[config.mk]
export PLATFORM = sky130hd
export DESIGN_NAME = peak_filter
export DESIGN_NICKNAME = d
export VERILOG_FILES = /design/src/rtl/peak_pkg.sv /design/src/rtl/peak_band.sv /design/src/rtl/peak_shaper.sv /design/src/rtl/peak_filter.sv
export SDC_FILE = /design/constraint.sdc
export NUM_CORES = 1
export LEC_CHECK = 0
export ABC_AREA = 1
export BUFFER_PORTS_ARGS = -buffer_cell sky130_fd_sc_hd__buf_4
export CORE_AREA = 2 2 148 150
export DETAILED_ROUTE_END_ITERATION = 6
export DIE_AREA = 0 0 150 152
export PLACE_DENSITY = 0.81
export SYNTH_ARGS = -nofsm -noshare
export SYNTH_HDL_FRONTEND = slang
export SYNTH_SLANG_ARGS = --single-unit
[constraint.sdc]
create_clock -name clk -period 26.4 [get_ports clk]
set_input_delay 6.6 -clock clk [delete_from_list [all_inputs] [get_ports clk]]
set_output_delay 6.6 -clock clk [all_outputs]
set_load 0.02 [all_outputs]
[src/rtl/peak_pkg.sv]
package peak_pkg;

    // 3-bit weight code to numerator over 16: 0..6 direct, 7 means 8
    function automatic logic [3:0] weight_num(input logic [2:0] code);
        return (code == 3'd7) ? 4'd8 : {1'b0, code};
    endfunction

    // 2-bit attenuation code to numerator over 4: 0,1,2 direct, 3 means 4
    function automatic logic [2:0] atten_num(input logic [1:0] code);
        return (code == 2'd3) ? 3'd4 : {1'b0, code};
    endfunction

endpackage

[src/rtl/peak_band.sv]
module peak_band
    import peak_pkg::*;
#(
    parameter int PIX_W = 8,
    parameter int SUM_W = 16
) (
    input  logic [PIX_W-1:0]        centre,
    input  logic [PIX_W-1:0]        near_new,
    input  logic [PIX_W-1:0]        near_old,
    input  logic [2:0]              wcode,
    output logic signed [SUM_W-1:0] weighted
);
    localparam int EXT = SUM_W - PIX_W;

    logic signed [SUM_W-1:0] c_s, n_s, o_s, raw_s, w_s;

    always_comb begin
        c_s      = $signed({{EXT{1'b0}}, centre});
        n_s      = $signed({{EXT{1'b0}}, near_new});
        o_s      = $signed({{EXT{1'b0}}, near_old});
        raw_s    = (c_s <<< 1) - n_s - o_s;
        w_s      = $signed({{(SUM_W-4){1'b0}}, weight_num(wcode)});
        weighted = raw_s * w_s;
    end
endmodule

[src/rtl/peak_shaper.sv]
module peak_shaper
    import peak_pkg::*;
#(
    parameter int SUM_W  = 16,
    parameter int MAG_W  = 10,
    parameter int SHIFT  = 4,
    parameter int CORE_W = 4,
    parameter int KNEE   = 64
) (
    input  logic signed [SUM_W-1:0] sum,
    input  logic [CORE_W-1:0]       core_code,
    input  logic [1:0]              amp_code,
    input  logic [1:0]              under_code,
    output logic                    neg,
    output logic [MAG_W-1:0]        mag_det,
    output logic [MAG_W-1:0]        mag_core,
    output logic [MAG_W-1:0]        mag_amp,
    output logic [MAG_W-1:0]        mag_fin
);
    localparam int PW = MAG_W + 3;

    logic [SUM_W-1:0] abs_v;
    logic [MAG_W-1:0] level;
    logic [MAG_W-1:0] excess;
    logic [PW-1:0]    amp_prod;
    logic [PW-1:0]    und_prod;

    always_comb begin
        neg     = sum[SUM_W-1];
        abs_v   = neg ? $unsigned(-sum) : $unsigned(sum);
        mag_det = MAG_W'(abs_v >> SHIFT);

        // coring: shrink magnitude by the level, floor at zero
        level    = MAG_W'({core_code, 3'b000});
        mag_core = (mag_det > level) ? (mag_det - level) : '0;

        // amplitude attenuation above the knee
        excess   = (mag_core > MAG_W'(KNEE)) ? (mag_core - MAG_W'(KNEE)) : '0;
        amp_prod = {3'b000, excess} * {{MAG_W{1'b0}}, atten_num(amp_code)};
        mag_amp  = mag_core - MAG_W'(amp_prod >> 2);

        // undershoot attenuation, negative detail only
        und_prod = {3'b000, mag_amp} * {{MAG_W{1'b0}}, atten_num(under_code)};
        mag_fin  = neg ? (mag_amp - MAG_W'(und_prod >> 2)) : mag_amp;
    end
endmodule

[src/rtl/peak_filter.sv]
module peak_filter #(
    parameter int PIX_W    = 8,
    parameter int DET_W    = 11,
    parameter int LOW_SPAN = 3,
    parameter int CORE_W   = 4,
    parameter int KNEE     = 64
) (
    input  logic              clk,
    input  logic              rst,
    input  logic              in_valid,
    input  logic [PIX_W-1:0]  in_luma,
    input  logic [2:0]        wgt_hi,
    input  logic [2:0]        wgt_mid,
    input  logic [2:0]        wgt_lo,
    input  logic [CORE_W-1:0] core_lvl,
    input  logic [1:0]        amp_att,
    input  logic [1:0]        under_att,
    output logic              out_valid,
    output logic [PIX_W-1:0]  out_luma
);
    localparam int TAPS   = 2 * LOW_SPAN + 1;
    localparam int CTR    = LOW_SPAN;
    localparam int BANDS  = 3;
    localparam int SUM_W  = PIX_W + 8;
    localparam int MAG_W  = DET_W - 1;
    localparam int RES_W  = MAG_W + 2;
    localparam int SHIFT  = 4;

    function automatic int band_dist(input int k);
        return (k == 0) ? 1 : ((k == 1) ? 2 : LOW_SPAN);
    endfunction

    typedef struct packed {
        logic [TAPS-1:0][PIX_W-1:0] win;   // index 0 = newest
        logic                       v1;
        logic                       ov;
        logic [PIX_W-1:0]           oy;
    } state_t;

    state_t st_d, st_q;

    logic [2:0]              wsel    [BANDS];
    logic signed [SUM_W-1:0] band_w  [BANDS];
    logic signed [SUM_W-1:0] det_sum;
    logic                    det_neg;
    logic [MAG_W-1:0]        mag_det, mag_core, mag_amp, mag_fin;
    logic [MAG_W-1:0]        add_mag;
    logic signed [RES_W-1:0] res;

    assign wsel[0] = wgt_hi;
    assign wsel[1] = wgt_mid;
    assign wsel[2] = wgt_lo;

    for (genvar b = 0; b < BANDS; b++) begin : g_band
        peak_band #(
            .PIX_W(PIX_W),
            .SUM_W(SUM_W)
        ) u_band (
            .centre  (st_q.win[CTR]),
            .near_new(st_q.win[CTR - band_dist(b)]),
            .near_old(st_q.win[CTR + band_dist(b)]),
            .wcode   (wsel[b]),
            .weighted(band_w[b])
        );
    end

    always_comb begin
        det_sum = '0;
        for (int b = 0; b < BANDS; b++) begin
            det_sum = det_sum + band_w[b];
        end
    end

    peak_shaper #(
        .SUM_W (SUM_W),
        .MAG_W (MAG_W),
        .SHIFT (SHIFT),
        .CORE_W(CORE_W),
        .KNEE  (KNEE)
    ) u_shape (
        .sum       (det_sum),
        .core_code (core_lvl),
        .amp_code  (amp_att),
        .under_code(under_att),
        .neg       (det_neg),
        .mag_det   (mag_det),
        .mag_core  (mag_core),
        .mag_amp   (mag_amp),
        .mag_fin   (mag_fin)
    );

    always_comb begin
        st_d    = st_q;
        add_mag = mag_fin >> 2;
        res     = $signed({{(RES_W-PIX_W){1'b0}}, st_q.win[CTR]});
        if (det_neg) begin
            res = res - $signed({2'b00, add_mag});
        end else begin
            res = res + $signed({2'b00, add_mag});
        end

        if (in_valid) begin
            st_d.win = {st_q.win[TAPS-2:0], in_luma};
        end
        st_d.v1 = in_valid;
        st_d.ov = st_q.v1;
        if (st_q.v1) begin
            if (res < 0) begin
                st_d.oy = '0;
            end else if (res > $signed(RES_W'((1 << PIX_W) - 1))) begin
                st_d.oy = '1;
            end else begin
                st_d.oy = PIX_W'(res);
            end
        end
    end

    always_ff @(posedge clk) begin
        if (rst) begin
            st_q <= '0;
        end else begin
            st_q <= st_d;
        end
    end

    assign out_valid = st_q.ov;
    assign out_luma  = st_q.oy;
endmodule

==> results.txt, run 1 <==
----------------------------------------------------
[Outcome]
  Outcome ... finished, final reports clean

[Logic synthesis]
  Average cell area after synthesis ... 7.16 um^2
  Post-synth cell types ... 44
  Register bit total from synthesis ... 66
  Cell count after synthesis ... 1887
  Warning count from the yosys run ... 0
  Post-synth design cell area ... 13500 um^2
  Sequential area share after synthesis ... 9.78%

[Floorplanning]
  Y dimension of the die ... 152 um
  Initial core utilization ... 63.3%
  Total die area ... 22800 um^2
  Std-Cell Core Area ... 21400 um^2
  Horiz. Die Dim ... 150 um
  Top-level I/O count ... 37
  Number of cell rows ... 54

[Worst setup path]
  Category of the worst setup path capture point ... flop
  Max stage delay cell, worst path ... sky130_fd_sc_hd__a21oi_1
  Max incr delay on CP ... 0.92 ns
  Crit path max fanout ... 35
  Critical Path Start Type ... primary input
  Crit path kind ... in2reg
  Worst endpoint data arrival time ... 23.26 ns
  Required time reported for the critical path endpoint ... 26.66 ns
  Worst path most repeated cell ... sky130_fd_sc_hd__nand2_1

[Timing]
  Fmax ... 43.5 MHz
  Relative slew margins ... 20.3%
  Final worst-path cycle share ... 87.1%
  Setup-failing EPs final ... 0
  Final worst-path setup slack ... 3.40 ns
  Unrepaired setup endpoints after global routing ... no
  Slew @ Worst Pin ... 1.20 ns
  Count of final hold-check violations ... 0
  Number of max-slew violations in the final report ... 0
  Fin Setup TNS ... 0 ns
  Skew final ... 0.00682 ns
  Min Clock Period, post-route ... 23.00 ns

[CTS]
  Root Driver ... sky130_fd_sc_hd__clkbuf_16
  Total CTS buffers ... 9
  CTS sink count ... 66
  Post-cts repair resize count ... 0
  Number of levels the H-tree was split into ... 3
  CTS tree ... yes
  Buffer count from post-CTS setup fixing ... 0
  CTS Hold Bufs ... 0
  Clock-pin slew on the worst setup and hold paths ... 0.06 ns
  Clock latency on the worst-skew pair ... 0.33 ns
  Maximum clock path buffer count ... 2

[Job]
  Max-capacitance violation count ... 0

[Placed design]
  Weighted congestion at the end of routability-driven global placement ... 0.989
  Dpl ws ... 3.25 ns
  Buffers added on ports ... 36
  Half-perimeter wire length after placement ... 27.3 mm

[GRT]
  Wire length of the first global-routing pass ... 54.2 mm
  Vias in the first global route ... 11.7k
  Largest net degree at the start of global routing ... 86
  Total global-route track usage ... 29.0%
  Number of antenna violations at the first check in global routing ... 0
  Sum of overflow across all layers after global routing ... 0

[Layout]
  Layout Nets ... 2255
  Antenna diode instance count ... 0
  Final-layout fill cell count ... 1846
  Synthesis-to-finish area growth ... 6.48%
  Share of post-route cells with drive strength above 1 ... 7.43%

[Drt]
  Post-Route WL ... 32.0 mm
  Drt first pass iters ... 6
  Via density per instance ... 5.34
  Number of DRC markers after the initial detailed-route iteration ... 848
  Post-route antenna net violation count ... 0
  Wire per inst ... 14.6 um
  DRC Markers ... 0
  Total number of vias ... 11.7k

[Min path]
  Hold WC Path Type ... reg2reg

----------------------------------------------------
flip-flops by register name, summed over array words and instances, names as in the netlist:
signal     flops
st_q          56
st_d           1
out_luma       8
out_valid      1
kinds of logic after synthesis:
kind of cell	synth area share, %
simple gates	22.9
buf+inv	13.2
fa+ha+maj	38.2
compound gates	10.1
xor+xnor	5.71
flops	9.78
mux	0.148
other cells	0.0278
placed cells by master (no fill, tap or decap), types with 38 or more instances in the layout:
cell	count
sky130_fd_sc_hd__a211oi_1	56
sky130_fd_sc_hd__a21oi_1	92
sky130_fd_sc_hd__buf_4	39
sky130_fd_sc_hd__dfxtp_1	66
sky130_fd_sc_hd__fa_1	151
sky130_fd_sc_hd__ha_1	171
sky130_fd_sc_hd__inv_1	420
sky130_fd_sc_hd__nand2_1	343
sky130_fd_sc_hd__nand3_1	59
sky130_fd_sc_hd__nor2_1	217
sky130_fd_sc_hd__xnor2_1	38
sky130_fd_sc_hd__xor2_1	50
cell type report:
class                           instances  area (um^2)  share of cell area (%)
Clock inverter                          6          136                   0.948
Tap cell                              280          350                    2.44
Sequential cell                        66         1320                    9.19
Multi-Input combinational cell       1354        10400                    72.4
Clock buffer                           10          239                    1.66
Inverter                              435         1630                    11.4
Timing Repair Buffer                   39          293                    2.04
stage by stage:
step	utilization, %	instance area, um^2	cells	hold slack, ns
after floorplan	-	13500	1888	0.445
after global placement	65.6	14000	2174	0.456
after detailed placement	65.6	14000	2174	0.460
after CTS	67.4	14400	2190	0.478
after global routing	67.4	14400	2190	0.494
final	67.4	14400	2190	0.472
final timing paths:
kind,startpoint,to,slack [ns],cells after the start
max reg2reg,st_q[34],out_luma[6],7.97,95
max,wgt_lo[0],out_luma[6],3.40,82
min reg2reg,out_luma[3],out_luma[3],0.47,2
min,out_luma[3],out_luma[3],0.47,2
synth_stat cells:
master,number,share of area (%)
sky130_fd_sc_hd__nand3_1,59,2.2
sky130_fd_sc_hd__nand3b_1,6,0.33
sky130_fd_sc_hd__xnor2_1,38,2.5
sky130_fd_sc_hd__clkbuf_1,27,0.75
sky130_fd_sc_hd__a32oi_1,2,0.13
sky130_fd_sc_hd__dfxtp_1,66,9.8
sky130_fd_sc_hd__o21bai_1,4,0.22
sky130_fd_sc_hd__nor2_1,217,6.0
sky130_fd_sc_hd__nor2_4,1,0.083
sky130_fd_sc_hd__buf_12,1,0.15
sky130_fd_sc_hd__inv_2,14,0.39
sky130_fd_sc_hd__o21ai_1,6,0.22
sky130_fd_sc_hd__o2111ai_1,2,0.13
sky130_fd_sc_hd__nand2_1,343,9.5
sky130_fd_sc_hd__nand2_2,26,1.2
sky130_fd_sc_hd__conb_1,1,0.028
sky130_fd_sc_hd__o31ai_1,5,0.28
sky130_fd_sc_hd__a21o_1,12,0.67
sky130_fd_sc_hd__buf_1,4,0.11
sky130_fd_sc_hd__buf_6,1,0.083
sky130_fd_sc_hd__a21boi_1,1,0.056
sky130_fd_sc_hd__or2_1,1,0.046
sky130_fd_sc_hd__nor2_2,2,0.093
sky130_fd_sc_hd__a21oi_4,1,0.12
sky130_fd_sc_hd__fa_1,151,22
sky130_fd_sc_hd__a21oi_2,3,0.19
sky130_fd_sc_hd__a211oi_1,56,3.1
sky130_fd_sc_hd__or2_2,19,0.88
sky130_fd_sc_hd__o21ai_0,32,1.2
sky130_fd_sc_hd__o21a_1,1,0.056
sky130_fd_sc_hd__nand3_2,11,0.82
sky130_fd_sc_hd__nor3_1,14,0.52
sky130_fd_sc_hd__nor4_1,2,0.093
sky130_fd_sc_hd__nand2_4,5,0.42
sky130_fd_sc_hd__nor3_2,4,0.30
sky130_fd_sc_hd__a31o_2,1,0.065
sky130_fd_sc_hd__nand4_1,7,0.32
sky130_fd_sc_hd__mux2i_1,2,0.15
sky130_fd_sc_hd__a31oi_1,5,0.23
sky130_fd_sc_hd__clkinv_1,1,0.028
sky130_fd_sc_hd__ha_1,171,16
sky130_fd_sc_hd__a21oi_1,92,3.4
sky130_fd_sc_hd__inv_1,420,12
sky130_fd_sc_hd__xor2_1,50,3.2
worst max-delay path: cells and delay by family:
family                   cells  cell delay (ns)
AO/OA/AOI/OAI               13             3.22
XOR/XNOR                     7             1.28
adder cells (fa/ha/maj)     17             7.02
buffers and inverters       12             1.14
AND/OR/NAND/NOR             33             3.98
routing by layer:
metal | wire length [um] | up-vias | part of all wire [%] | global-route usage, %
met2 | 15600 | 300 | 49 | 49.9
met5 | 0 | - | 0 | 0
met3 | 1410 | 58 | 4.4 | 3.30
met1 | 14300 | 5494 | 45 | 38.7
met4 | 764 | 0 | 2.4 | 7.73
li1 | - | 5844 | - | -
Power of run 1 is not shown: default switching activity piles up to over one toggle a cycle in this logic, so the estimate is an artifact.
==> inputs of run 2 (changes only) <==
--- a/config.mk
+++ b/config.mk
@@ -7,10 +7,10 @@
 export LEC_CHECK = 0
 export ABC_AREA = 1
 export BUFFER_PORTS_ARGS = -buffer_cell sky130_fd_sc_hd__buf_4
-export CORE_AREA = 2 2 148 150
+export CORE_AREA = 2 2 135 163
 export DETAILED_ROUTE_END_ITERATION = 6
-export DIE_AREA = 0 0 150 152
-export PLACE_DENSITY = 0.81
+export DIE_AREA = 0 0 137 165
+export PLACE_DENSITY = 0.82
 export SYNTH_ARGS = -nofsm -noshare
 export SYNTH_HDL_FRONTEND = slang
 export SYNTH_SLANG_ARGS = --single-unit
==> results.txt, run 2 (synthesis gave the netlist of run 1 again) <==
----------------------------------------------------
[CTS]
  CTS tree ... yes (unchanged)
  Post-cts repair resize count ... 0 (unchanged)
  Clock latency on the worst-skew pair ... 0.33 ns (about the same)
  CTS sink count ... 66 (unchanged)
  Clock-pin slew on the worst setup and hold paths ... 0.05 ns (was 0.06 ns)
  Total CTS buffers ... 9 (unchanged)
  Number of levels the H-tree was split into ... 3 (unchanged)
  Maximum clock path buffer count ... 2 (unchanged)
  CTS Hold Bufs ... 0 (unchanged)
  Buffer count from post-CTS setup fixing ... 0 (unchanged)
  Root Driver ... sky130_fd_sc_hd__clkbuf_16 (unchanged)

[Worst setup path]
  Required time reported for the critical path endpoint ... 26.66 ns (about the same)
  Crit path max fanout ... 35 (unchanged)
  Worst reg2reg endpoint ... out_luma[1] (was out_luma[6])
  Max stage delay cell, worst path ... sky130_fd_sc_hd__nor2_1 (was sky130_fd_sc_hd__a21oi_1)
  Family of cells with the greatest summed delay on the critical path ... adder cells (unchanged)
  Sum of buffers and inverters on the critical path ... 16 (was 12)
  Setup slack on the worst flop-to-flop path ... 7.86 ns (was 7.97 ns)
  Startpoint of the lowest-slack register-to-register path ... st_q[34] (unchanged)
  Worst endpoint data arrival time ... 23.11 ns (was 23.26 ns)
  Critical Path Start Type ... primary input (unchanged)
  Launching element of the worst setup path ... wgt_lo[0] (unchanged)
  Max incr delay on CP ... 0.65 ns (was 0.92 ns)
  Crit path kind ... in2reg (unchanged)
  Destination of the critical timing path ... out_luma[1] (was out_luma[6])
  Category of the worst setup path capture point ... flop (unchanged)
  Stages on the worst setup path ... 85 (was 82)
  Worst path most repeated cell ... sky130_fd_sc_hd__inv_1 (was sky130_fd_sc_hd__nand2_1)
  Length in cells of the worst reg-to-reg path ... 95 (unchanged)

[Timing]
  Worst hold slack ... 0.475 ns (was 0.472 ns)
  Relative slew margins ... 27.3% (was 20.3%)
  Final worst-path cycle share ... 86.6% (was 87.1%)
  Count of final hold-check violations ... 0 (unchanged)
  Unrepaired setup endpoints after global routing ... no (unchanged)
  Min Clock Period, post-route ... 22.85 ns (was 23.00 ns)
  Skew final ... 0.00725 ns (was 0.00682 ns)
  Number of max-slew violations in the final report ... 0 (unchanged)
  Final worst-path setup slack ... 3.55 ns (was 3.40 ns)
  Fin Setup TNS ... 0 ns (unchanged)
  Fmax ... 43.8 MHz (was 43.5 MHz)
  Setup-failing EPs final ... 0 (unchanged)
  Slew @ Worst Pin ... 1.09 ns (was 1.20 ns)

[Floorplanning]
  Std-Cell Core Area ... 20900 um^2 (was 21400 um^2)
  Top-level I/O count ... 37 (unchanged)
  Number of cell rows ... 58 (was 54)
  Horiz. Die Dim ... 137 um (was 150 um)
  Total die area ... 22600 um^2 (was 22800 um^2)
  Initial core utilization ... 64.6% (was 63.3%)
  Y dimension of the die ... 165 um (was 152 um)

[Placed design]
  Total placed instance area ... 14000 um^2 (about the same)
  Dpl ws ... 3.37 ns (was 3.25 ns)
  Half-perimeter wire length after placement ... 27.8 mm (was 27.3 mm)
  Weighted congestion at the end of routability-driven global placement ... 0.957 (was 0.989)
  Buffers added on ports ... 36 (unchanged)

[Layout]
  Commonest non-fill, non-tap cells in the layout ... sky130_fd_sc_hd__inv_1, sky130_fd_sc_hd__nand2_1, sky130_fd_sc_hd__nor2_1, sky130_fd_sc_hd__ha_1, sky130_fd_sc_hd__fa_1 (unchanged)
  Most frequent standard cell in the layout excluding fill and tap cells ... sky130_fd_sc_hd__inv_1 (unchanged)
  Final-layout fill cell count ... 1836 (was 1846)
  Final Instance Area ... 14200 um^2 (was 14400 um^2)
  Max FFs per register ... 56 (unchanged)
  Antenna diode instance count ... 0 (unchanged)
  Synthesis-to-finish area growth ... 5.50% (was 6.48%)
  Layout Nets ... 2253 (was 2255)
  Top register by number of flip-flops ... st_q (unchanged)
  Area used by multi-input combinational logic ... 10400 um^2 (unchanged)
  Share of post-route cells with drive strength above 1 ... 7.24% (was 7.43%)
  Storage cell area ... 1320 um^2 (unchanged)

[Drt]
  Post-route antenna net violation count ... 0 (unchanged)
  Post-Route WL ... 33.0 mm (was 32.0 mm)
  DRC Markers ... 0 (unchanged)
  Number of DRC markers after the initial detailed-route iteration ... 667 (was 848)
  Wire per inst ... 15.1 um (was 14.6 um)
  Total number of vias ... 11.8k (was 11.7k)
  Drt first pass iters ... 5 (was 6)
  Via density per instance ... 5.43 (was 5.34)

[GRT]
  Vias in the first global route ... 11.9k (was 11.7k)
  Sum of overflow across all layers after global routing ... 0 (unchanged)
  Total global-route track usage ... 31.0% (was 29.0%)
  Number of antenna violations at the first check in global routing ... 0 (unchanged)
  Wire length of the first global-routing pass ... 55.6 mm (was 54.2 mm)
  Largest net degree at the start of global routing ... 86 (unchanged)

[Min path]
  Worst hold path cell count ... 2 (unchanged)
  Hold WC Path Type ... reg2reg (unchanged)

[Outcome]
  Outcome ... finished, final reports clean (unchanged)

[Job]
  Max-capacitance violation count ... 0 (unchanged)

----------------------------------------------------
## run 2: cell types whose count changed in the layout (fill, tap and decap cells not counted)
cell                         change
sky130_fd_sc_hd__buf_4           -2
sky130_fd_sc_hd__clkinv_2        +3
sky130_fd_sc_hd__bufinv_16       -4
sky130_fd_sc_hd__clkbuf_1        +1
sky130_fd_sc_hd__clkbuf_8        +1
sky130_fd_sc_hd__inv_6           -1
sky130_fd_sc_hd__clkinvlp_4      -1
## run 2: metrics by stage
| stage | std cells | utilization [%] |
|---|---|---|
| global route | 2177 | 68.2 |
| detailed placement | 2162 | 66.9 |
| finish | 2177 | 68.2 |
| CTS | 2177 | 68.2 |
| floorplan | 1888 | - |
| global placement | 2162 | 66.9 |
## run 2: worst register-to-register path, delay by kind of cell (launching register included)
kind | cells | cell delay [ns]
buffers and inverters | 16 | 1.57
adder cells (fa/ha/maj) | 18 | 7.74
AND/OR/NAND/NOR | 37 | 4.18
AO/OA/AOI/OAI | 15 | 2.75
flip-flops | 1 | 0.55
XOR/XNOR | 9 | 1.70
## run 2: per-layer routing
metal	vias to the layer above	part of all wire, %	track usage [%]
met5	-	0	0
met4	0	5.9	15.7
met3	113	5.0	4.48
met2	329	49	54.6
met1	5530	40	36.4
li1	5850	-	-
## run 2: layout make-up
class                      instances  share of cell area, %
multi-input combinational       1354                   73.0
inverter                         435                   11.5
sequential                        66                   9.27
tap                              270                   2.37
timing repair buffer              37                   1.95
clock buffer                      12                   1.80
clock inverter                     3                  0.105
## run 2: how the worst min path moves through the flow
stage	endpoint	slack [ns]	start
2_1_floorplan	st_q[58]	0.45	st_q[58]
3_3_place_gp	out_luma[4]	0.46	out_luma[4]
3_5_place_dp	st_q[65]	0.47	st_q[65]
4_1_cts	st_q[65]	0.48	st_q[65]
5_1_grt	out_luma[5]	0.49	out_luma[5]
6_report	st_q[22]	0.47	st_q[22]
Power of run 2 is left out for the same reason.
==> inputs of run 3 (changes only) <==
--- a/config.mk
+++ b/config.mk
@@ -11,6 +11,7 @@
 export DETAILED_ROUTE_END_ITERATION = 6
 export DIE_AREA = 0 0 137 165
 export PLACE_DENSITY = 0.82
+export REMOVE_ABC_BUFFERS = 1
 export SYNTH_ARGS = -nofsm -noshare
 export SYNTH_HDL_FRONTEND = slang
 export SYNTH_SLANG_ARGS = --single-unit
==> results.txt, run 3 (synthesis gave the netlist of run 1 again) <==
----------------------------------------------------
[Outcome]
  Outcome ... finished, final reports clean (unchanged)

[Timing]
  Unrepaired setup endpoints after global routing ... no (unchanged)
  Relative slew margins ... 35.2% (was 27.3%)
  Setup-failing EPs final ... 0 (unchanged)
  Number of max-slew violations in the final report ... 0 (unchanged)
  Slew @ Worst Pin ... 0.969 ns (was 1.09 ns)
  Min Clock Period, post-route ... 23.12 ns (was 22.85 ns)
  Fin Setup TNS ... 0 ns (unchanged)
  Count of final hold-check violations ... 0 (unchanged)
  Final worst-path cycle share ... 87.6% (was 86.6%)
  Fmax ... 43.3 MHz (was 43.8 MHz)
  Skew final ... 0.00348 ns (was 0.00725 ns)

[GRT]
  Total global-route track usage ... 30.5% (was 31.0%)
  Wire length of the first global-routing pass ... 55.1 mm (was 55.6 mm)
  Vias in the first global route ... 12.1k (was 11.9k)
  Number of antenna violations at the first check in global routing ... 0 (unchanged)
  Largest net degree at the start of global routing ... 86 (unchanged)
  Sum of overflow across all layers after global routing ... 0 (unchanged)

[Worst setup path]
  Crit path max fanout ... 35 (unchanged)
  Category of the worst setup path capture point ... flop (unchanged)
  Launching element of the worst setup path ... wgt_lo[0] (unchanged)
  Max incr delay on CP ... 0.74 ns (was 0.65 ns)
  Critical Path Start Type ... primary input (unchanged)
  Worst endpoint data arrival time ... 23.38 ns (was 23.11 ns)
  Required time reported for the critical path endpoint ... 26.66 ns (about the same)
  Length in cells of the worst reg-to-reg path ... 93 (was 95)
  Worst path most repeated cell ... sky130_fd_sc_hd__inv_1 (unchanged)
  Crit path kind ... in2reg (unchanged)
  Max stage delay cell, worst path ... sky130_fd_sc_hd__nor2_1 (unchanged)
  Setup slack on the worst flop-to-flop path ... 7.79 ns (was 7.86 ns)
  Startpoint of the lowest-slack register-to-register path ... st_q[34] (unchanged)
  Worst reg2reg endpoint ... out_luma[2] (was out_luma[1])

[CTS]
  Maximum clock path buffer count ... 2 (unchanged)
  CTS sink count ... 66 (unchanged)
  Number of levels the H-tree was split into ... 3 (unchanged)
  CTS Hold Bufs ... 0 (unchanged)
  Post-cts repair resize count ... 0 (unchanged)
  Total CTS buffers ... 9 (unchanged)
  Buffer count from post-CTS setup fixing ... 0 (unchanged)
  Clock latency on the worst-skew pair ... 0.33 ns (about the same)
  CTS tree ... yes (unchanged)
  Root Driver ... sky130_fd_sc_hd__clkbuf_16 (unchanged)
  Clock-pin slew on the worst setup and hold paths ... 0.05 ns (about the same)

[Layout]
  Commonest non-fill, non-tap cells in the layout ... sky130_fd_sc_hd__inv_1, sky130_fd_sc_hd__nand2_1, sky130_fd_sc_hd__nor2_1, sky130_fd_sc_hd__ha_1, sky130_fd_sc_hd__fa_1 (unchanged)
  Top register by number of flip-flops ... st_q (unchanged)
  Synthesis-to-finish area growth ... 6.38% (was 5.50%)
  Antenna diode instance count ... 0 (unchanged)
  Most frequent standard cell in the layout excluding fill and tap cells ... sky130_fd_sc_hd__inv_1 (unchanged)
  Share of post-route cells with drive strength above 1 ... 7.28% (was 7.24%)
  Final-layout fill cell count ... 1785 (was 1836)
  Layout Nets ... 2254 (was 2253)
  Final Instance Area ... 14400 um^2 (was 14200 um^2)
  Max FFs per register ... 56 (unchanged)

[Drt]
  Number of DRC markers after the initial detailed-route iteration ... 700 (was 667)
  Total number of vias ... 11.8k (about the same)
  Post-route antenna net violation count ... 0 (unchanged)
  Drt first pass iters ... 5 (unchanged)
  Via density per instance ... 5.41 (was 5.43)
  DRC Markers ... 0 (unchanged)
  Wire per inst ... 14.9 um (was 15.1 um)
  Post-Route WL ... 32.5 mm (was 33.0 mm)

[Placed design]
  Total placed instance area ... 14000 um^2 (about the same)
  Buffers added on ports ... 36 (unchanged)
  Weighted congestion at the end of routability-driven global placement ... 0.938 (was 0.957)
  Half-perimeter wire length after placement ... 27.5 mm (was 27.8 mm)

[Floorplanning]
  Top-level I/O count ... 37 (unchanged)
  Total die area ... 22600 um^2 (unchanged)
  Initial core utilization ... 64.6% (unchanged)
  Horiz. Die Dim ... 137 um (unchanged)
  Std-Cell Core Area ... 20900 um^2 (unchanged)
  Y dimension of the die ... 165 um (unchanged)
  Number of cell rows ... 58 (unchanged)

[Job]
  Max-capacitance violation count ... 0 (unchanged)

[Min path]
  Hold worst-path end ... out_luma[4] (was st_q[22])
  Hold Startpoint ... out_luma[4] (was st_q[22])
  Hold WC Path Type ... reg2reg (unchanged)
  Worst hold path cell count ... 2 (unchanged)

----------------------------------------------------
-- run 3: cell types whose count changed in the layout (fill, tap and decap cells not counted), sizes merged --
cell,delta
clkbuf,-1
bufinv,+5
clkinv,-3
buf,+1
-- run 3: critical path: cells and delay by family --
kind | cells | cell delay [ns]
fa+ha+maj | 17 | 7.13
simple gates | 32 | 4.22
compound gates | 12 | 2.39
buf+inv | 16 | 1.53
xor+xnor | 8 | 1.47
-- run 3: area by class of cell --
cell class              count  area (um^2)  area share, %
clock inverters             5          150           1.04
well taps                 270          338           2.35
flip-flops and latches     66         1320           9.20
inverters                 435         1630           11.4
clock buffers              11          233           1.62
repair buffers             38          285           1.99
multi-input cells        1354        10400           72.4
-- run 3: worst max path at each step --
stage	slack, ns	end
after floorplan	4.77	out_luma[2]
after global placement	3.66	out_luma[2]
after detailed placement	3.20	out_luma[1]
after CTS	3.39	out_luma[2]
after global routing	2.01	out_luma[5]
final	3.28	out_luma[2]
-- run 3: through the flow --
| stage | setup WS [ns] | hold slack [ns] | cells | util (%) |
|---|---|---|---|---|
| final | 3.28 | 0.474 | 2179 | 68.8 |
| after global routing | 2.01 | 0.503 | 2179 | 68.8 |
| after CTS | 3.39 | 0.476 | 2179 | 68.8 |
| after detailed placement | 3.20 | 0.466 | 2163 | 66.9 |
| after global placement | 3.66 | 0.456 | 2163 | 66.9 |
| after floorplan | 4.77 | 0.439 | 1855 | - |
-- run 3: layer usage --
layer / track usage, % / wire (um) / vias to the layer above / part of all wire (%)
met5: 0 / 0 / - / 0
met4: 15.8 / 1770 / 0 / 5.4
met3: 3.53 / 1290 / 111 / 4.0
met2: 53.9 / 16000 / 317 / 49
met1: 36.1 / 13500 / 5505 / 41
li1: - / - / 5850 / -
Power of run 3 is left out for the same reason.
